File: src/rtl/hsr_pkg.sv
package hsr_pkg;
  typedef struct packed {
    logic trail;
    logic act_low;
  } hsr_mode_t;
endpackage

File: src/rtl/hsr_cfg_hold.sv
module hsr_cfg_hold #(
  parameter int WID_W     = 8,
  parameter int WIDTH_RST = 16
) (
  input  logic               clk,
  input  logic               rst,
  input  logic               lock_stb,
  input  logic [WID_W-1:0]   width_in,
  input  hsr_pkg::hsr_mode_t mode_in,
  output logic [WID_W-1:0]   width_nxt,
  output hsr_pkg::hsr_mode_t mode_nxt,
  output logic [WID_W-1:0]   width_q,
  output hsr_pkg::hsr_mode_t mode_q
);
  always_comb begin
    width_nxt = lock_stb ? width_in : width_q;
    mode_nxt  = lock_stb ? mode_in  : mode_q;
  end

  always_ff @(posedge clk) begin
    if (rst) begin
      width_q <= WID_W'(WIDTH_RST);
      mode_q  <= '0;
    end else begin
      width_q <= width_nxt;
      mode_q  <= mode_nxt;
    end
  end

  // settings hold between strobes
  a_r8_hold_between: assert property (@(posedge clk) disable iff (rst)
    !lock_stb |=> ($stable(width_q) && $stable(mode_q)));
endmodule

File: src/rtl/hsr_line_meter.sv
module hsr_line_meter #(
  parameter int CNT_W = 12
) (
  input  logic             clk,
  input  logic             rst,
  input  logic             lock_stb,
  input  logic             mode_chg,
  output logic [CNT_W-1:0] cnt_nxt,
  output logic [CNT_W-1:0] len_nxt,
  output logic             valid_nxt,
  output logic             seen_nxt,
  output logic [CNT_W-1:0] cnt_q,
  output logic             valid_q
);
  logic [CNT_W-1:0] len_q;
  logic             seen_q;
  logic [CNT_W-1:0] cnt_inc;

  always_comb begin
    cnt_inc   = (&cnt_q) ? cnt_q : cnt_q + 1'b1;
    cnt_nxt   = lock_stb ? '0 : cnt_inc;
    len_nxt   = lock_stb ? cnt_inc : len_q;
    valid_nxt = lock_stb ? (seen_q & ~mode_chg) : valid_q;
    seen_nxt  = seen_q | lock_stb;
  end

  always_ff @(posedge clk) begin
    if (rst) begin
      cnt_q   <= '0;
      len_q   <= '0;
      valid_q <= 1'b0;
      seen_q  <= 1'b0;
    end else begin
      cnt_q   <= cnt_nxt;
      len_q   <= len_nxt;
      valid_q <= valid_nxt;
      seen_q  <= seen_nxt;
    end
  end

  // no usable length before the first strobe
  a_r4_no_valid_unseen: assert property (@(posedge clk) disable iff (rst)
    !seen_q |-> !valid_q);
  // line count restarts at each strobe
  a_r3_count_restart: assert property (@(posedge clk) disable iff (rst)
    lock_stb |=> (cnt_q == '0));
endmodule

File: src/rtl/hsr_pulse_shaper.sv
module hsr_pulse_shaper #(
  parameter int CNT_W = 12,
  parameter int WID_W = 8
) (
  input  logic               clk,
  input  logic               rst,
  input  logic               tri_in,
  input  logic [CNT_W-1:0]   cnt_nxt,
  input  logic [CNT_W-1:0]   len_nxt,
  input  logic               valid_nxt,
  input  logic               seen_nxt,
  input  logic [WID_W-1:0]   width_nxt,
  input  hsr_pkg::hsr_mode_t mode_nxt,
  output logic               sync_out,
  output logic               sync_oe
);
  localparam int PAD = CNT_W - WID_W;

  logic [CNT_W-1:0] wid_ext;
  logic [CNT_W-1:0] start_pos;
  logic             full_line;
  logic             lead_hit;
  logic             trail_hit;
  logic             act_d;

  always_comb begin
    wid_ext   = {{PAD{1'b0}}, width_nxt};
    start_pos = len_nxt - wid_ext;
    full_line = (wid_ext >= len_nxt);
    lead_hit  = (cnt_nxt < wid_ext);
    trail_hit = valid_nxt & (full_line | (cnt_nxt >= start_pos));
    act_d     = seen_nxt & (width_nxt != '0) &
                (mode_nxt.trail ? trail_hit : lead_hit);
  end

  always_ff @(posedge clk) begin
    if (rst) begin
      sync_out <= 1'b0;
      sync_oe  <= 1'b0;
    end else begin
      sync_out <= act_d ^ mode_nxt.act_low;
      sync_oe  <= ~tri_in;
    end
  end

  // output floats right after reset
  a_r1_float_after_reset: assert property (@(posedge clk)
    rst |=> !sync_oe);
endmodule

File: src/rtl/hsync_regen.sv
module hsync_regen #(
  parameter int WID_W     = 8,
  parameter int CNT_W     = 12,
  parameter int WIDTH_RST = 16
) (
  input  logic             clk,
  input  logic             rst,
  input  logic             lock_stb,
  input  logic [WID_W-1:0] cfg_width,
  input  logic             cfg_trail,
  input  logic             cfg_act_low,
  input  logic             cfg_tristate,
  output logic             hs_out,
  output logic             hs_oe
);
  hsr_pkg::hsr_mode_t mode_in, mode_nxt, mode_q;
  logic [WID_W-1:0]   width_nxt, width_q;
  logic [CNT_W-1:0]   cnt_nxt, len_nxt, cnt_q;
  logic               valid_nxt, seen_nxt, valid_q, mode_chg;

  assign mode_in.trail   = cfg_trail;
  assign mode_in.act_low = cfg_act_low;
  assign mode_chg        = (mode_nxt.trail != mode_q.trail);

  hsr_cfg_hold #(.WID_W(WID_W), .WIDTH_RST(WIDTH_RST)) u_cfg (
    .clk(clk), .rst(rst), .lock_stb(lock_stb),
    .width_in(cfg_width), .mode_in(mode_in),
    .width_nxt(width_nxt), .mode_nxt(mode_nxt),
    .width_q(width_q), .mode_q(mode_q)
  );

  hsr_line_meter #(.CNT_W(CNT_W)) u_meter (
    .clk(clk), .rst(rst), .lock_stb(lock_stb), .mode_chg(mode_chg),
    .cnt_nxt(cnt_nxt), .len_nxt(len_nxt), .valid_nxt(valid_nxt),
    .seen_nxt(seen_nxt), .cnt_q(cnt_q), .valid_q(valid_q)
  );

  hsr_pulse_shaper #(.CNT_W(CNT_W), .WID_W(WID_W)) u_shape (
    .clk(clk), .rst(rst), .tri_in(cfg_tristate),
    .cnt_nxt(cnt_nxt), .len_nxt(len_nxt), .valid_nxt(valid_nxt),
    .seen_nxt(seen_nxt), .width_nxt(width_nxt), .mode_nxt(mode_nxt),
    .sync_out(hs_out), .sync_oe(hs_oe)
  );

  // zero width never shows the active level
  a_r5_zero_width_idle: assert property (@(posedge clk) disable iff (rst)
    (width_q == '0) |-> (hs_out == mode_q.act_low));
  // end-locked mode is quiet without a measured line
  a_r4_trail_quiet: assert property (@(posedge clk) disable iff (rst)
    (mode_q.trail && !valid_q) |-> (hs_out == mode_q.act_low));
  // start-locked pulse begins right after the strobe
  a_r2_lead_start: assert property (@(posedge clk) disable iff (rst)
    (lock_stb && !cfg_trail && (cfg_width != '0)) |=> (hs_out != $past(cfg_act_low)));
  // line count is zero just after a strobe
  a_r3_cnt_zero: assert property (@(posedge clk) disable iff (rst)
    $past(lock_stb) |-> (cnt_q == '0));
endmodule

File: config.mk
export PLATFORM = sky130hd
export DESIGN_NAME = hsync_regen
export DESIGN_NICKNAME = d
export VERILOG_FILES = /design/src/rtl/hsr_pkg.sv /design/src/rtl/hsr_cfg_hold.sv /design/src/rtl/hsr_line_meter.sv /design/src/rtl/hsr_pulse_shaper.sv /design/src/rtl/hsync_regen.sv
export SDC_FILE = /design/constraint.sdc
export NUM_CORES = 1
export LEC_CHECK = 0
export ABC_CLOCK_PERIOD_IN_PS = 6500
export BUFFER_PORTS_ARGS = -buffer_cell sky130_fd_sc_hd__buf_2
export CAP_MARGIN = 20
export CORE_AREA = 2 2 98 100
export DETAILED_ROUTE_END_ITERATION = 16
export DIE_AREA = 0 0 100 102
export SLEW_MARGIN = 5
export SYNTH_ARGS = -nofsm -noshare
export SYNTH_HDL_FRONTEND = slang
export SYNTH_SLANG_ARGS = --single-unit
File: constraint.sdc
create_clock -name clk -period 6.5 [get_ports clk]
set_clock_uncertainty 0.2 [all_clocks]
set_input_delay 1.3 -clock clk [delete_from_list [all_inputs] [get_ports clk]]
set_output_delay 1.3 -clock clk [all_outputs]
set_load 0.1 [all_outputs]
==> out/qor.yml <==
grt:
  grt_pass1_wl_mm: 10.54
  first_global_vias: 2249
  grt_max_degree: 33
  grt.total_usage_pct: 12.90
  overflow: 0
  antenna_found_initial: 0
power:
  combPwrFrac_pct: 21.3
  p_per_area_nw_per_um2: 196.8
  p_leak_nw: 1.224
  vdd_drop_max_mv: 0.1343
  netSwitchingFraction_pct: 28.28
  switchingPower_mw: 0.1625
  p_int_mw: 0.4121
  power_frac_clock_pct: 36.2
  sequentialPowerShare_pct: 42.6
sta:
  maxSlewViolCount: 0
  fmax_ghz: 0.1759
  grt_setup_unrepaired: "false"
  worst_slew_pin_slew_ns: 0.5836
  setup_tns_ns: 0
  finalHoldViolCount: 0
  layout_min_cycle_time_ns: 5.684
  timing.slew.headroom_pct: 61.09
  fin_crit_sh_pct: 87.45
  setup_viol_count_final: 0
  layout_setup_ws_ns: 0.8159
clock_network:
  cts_hold_buffers: 0
  clk_pin_slew_worst_paths_ns: 0.08
  h-tree-depth: 2
  root_buffer: "clkbuf_8"
  postCtsSetupRepairBufs: 0
  cts_buffers: 5
  cts_resized: 0
  clkLatencyLatePin_ns: 0.29
  cts_sinks: 38
  cts_tree: "done"
  clock_path_buffers: 2
place:
  post-dp-hpwl_mm: 4.772
  place_area_um2: 2808
  portBuffers: 15
  routabilityCongestion: 0.8927
  dp.cells: 432
  dp_worst_setup_slack_ns: 0.7787
cells_and_area:
  instances_no_fill: 439
  antenna_cells: 0
  fin_nets: 370
  fin_util_pct: 32.06
  stdcell_area_um2: 2920
  drive_above_1_share_pct: 9.756
  area_delta_synth_final_pct: 9.784
critical_path:
  critPathMaxFanout: 7
  crit_required_ns: 6.47
  path_class: "reg -> reg"
  ff2ff_path_depth: 24
  cp-start-kind: "flop"
  crit_path_end_kind: "flop"
  timing.rr.end: "u_shape.sync_out"
  r2r-start: "u_meter.cnt_q[0]"
  worst_ep_arrival_time_ns: 5.65
  regToRegSetupSlack_ns: 0.82
routing:
  drc: 0
  route.final.wire_length_mm: 6.090
  wire_per_inst_um: 13.87
  drt-vias-per-instance: 5.191
  firstDrtPassIters: 6
  drt_iter0_drc: 147
  ant_nets: 0
  vias: 2279
hold_path:
  min_path_type: "reg -> reg"
  holdPathStages: 2
  hold_start: "u_meter.len_q[0]"
  hold-path-endpoint: "u_meter.len_q[0]"
floorplan:
  initial_core_util_pct: 29.20
  rows: 35
  die_height_um: 102
  die_area_um2: 10200
  core_um2: 9109
  ioPinCount: 16
  die_w_um: 100
flow_run:
  cap_violations: 0
synthesis:
  syn_inst: 319
  synth_common_cells: "49 x nor2_1, 38 x dfxtp_1, 27 x ha_1, 19 x nand2_1"
  synth-seq-cells: 38
  yosysSeqAreaShare_pct: 28.60
  synth-edff-count: 0
  async_reset_ff_share_pct: 0
  synth_area_per_cell_um2: 8.339
  synth_area_leader_cell: "dfxtp_1"
  synth.most_common_cell: "nor2_1"
  synth.area.top_cells: "dfxtp_1 29%, ha_1 13%, nor2_1 6.9%"
  synth_top_area_share_pct: 28.60
  syn_area_um2: 2660
  synth_flop_cell: "dfxtp_1"
  yosysWarnings: 0
  yosysUniqueCellTypes: 53
  syn_nets: 361
status:
  status: "completed"
==> kinds of logic after synthesis <==
| group | share of synthesized area (%) |
|---|---|
| adder cells (fa/ha/maj) | 13.83 |
| multiplexers | 5.691 |
| flip-flops | 28.60 |
| AND/OR/NAND/NOR | 23.99 |
| AO/OA/AOI/OAI | 17.55 |
| buffers and inverters | 4.750 |
| XOR/XNOR | 5.598 |
==> critical path, cell delays in order (launching register included) <==
cell	delay, ns
dfxtp_1	0.44
ha_1	0.26
and4_1	0.31
and3_1	0.45
mux2i_1	0.35
nand2_1	0.08
o21ai_0	0.20
fa_1	0.31
inv_1	0.05
a21oi_1	0.23
nor2_1	0.08
o211ai_1	0.16
o21ai_1	0.12
a221oi_1	0.44
o2111ai_1	0.18
xnor2_1	0.17
ha_1	0.30
a21o_1	0.18
a21oi_1	0.17
nand3_1	0.09
a31o_2	0.22
nand3_1	0.11
nor2_1	0.06
a311oi_1	0.24
o311ai_2	0.14
==> power by group through the flow <==
| stage | registers (mW) | clock network [mW] | logic, mW |
|---|---|---|---|
| finish | 0.245 | 0.208 | 0.122 |
| global route | 0.246 | 0.223 | 0.138 |
| CTS | 0.245 | 0.212 | 0.123 |
| detailed placement | 0.250 | 0 | 0.122 |
| global placement | 0.250 | 0 | 0.120 |
| floorplan | 0.257 | 0 | 0.0874 |
==> final cells by class <==
class	instances	area, um2
fillers	983	6188
clock inverters	1	30.03
well taps	111	138.9
inverters	12	45.04
repair buffers	17	90.09
multi-input cells	254	1773
clock buffers	6	82.58
flip-flops and latches	38	760.7
==> stage by stage <==
| stage | power [mW] | hold slack, ns |
|---|---|---|
| final | 0.5746 | 0.3238 |
| after detailed placement | 0.3726 | 0.3067 |
| after global placement | 0.3705 | 0.3111 |
| after CTS | 0.5799 | 0.3266 |
| after global routing | 0.6067 | 0.3532 |
| after floorplan | 0.3449 | 0.2615 |
==> worst max-delay path by stage <==
| stage | from | end | slack (ns) | cells after the start |
|---|---|---|---|---|
| CTS | u_meter.cnt_q[0] | u_shape.sync_out | 0.82 | 24 |
| global route | u_meter.cnt_q[0] | u_shape.sync_out | 0.37 | 24 |
| global placement | lock_stb | u_shape.sync_out | 0.92 | 20 |
| floorplan | lock_stb | u_shape.sync_out | 0.45 | 23 |
| detailed placement | lock_stb | u_shape.sync_out | 0.78 | 20 |
| finish | u_meter.cnt_q[0] | u_shape.sync_out | 0.82 | 24 |
==> layout by cell type, fill, tap and decap left out, types with 5 or more instances in the layout <==
| master | netlist | layout |
|---|---|---|
| a31oi_1 | 7 | 7 |
| buf_2 | 4 | 15 |
| nor2b_1 | 12 | 12 |
| xnor2_1 | 9 | 9 |
| dfxtp_1 | 38 | 38 |
| xor2_1 | 8 | 8 |
| nor4_1 | 5 | 5 |
| nand2_1 | 19 | 19 |
| a21o_1 | 6 | 6 |
| o21ai_0 | 8 | 8 |
| nand2b_1 | 6 | 6 |
| nor2_1 | 49 | 49 |
| ha_1 | 27 | 27 |
| inv_1 | 12 | 12 |
| mux2i_1 | 14 | 14 |
| a21oi_1 | 14 | 14 |
| clkbuf_8 | 0 | 6 |
| nand3_1 | 12 | 12 |
==> sequential cells by signal (all words and copies together) (netlist names) <==
| signal | cells |
|---|---|
| u_cfg.mode_q | 2 |
| u_shape.sync_oe | 1 |
| u_meter.valid_q | 1 |
| u_meter.seen_q | 1 |
| u_meter.len_q | 12 |
| u_cfg.width_q | 8 |
| u_shape.sync_out | 1 |
| u_meter.cnt_q | 12 |
==> metal layers <==
metal	global-route usage [%]	share of wire (%)
met2	20.69	43
met3	3.010	3.4
met5	0	0
met4	3.688	2.3
met1	17.45	52
Power figures use the tool's default switching activity.
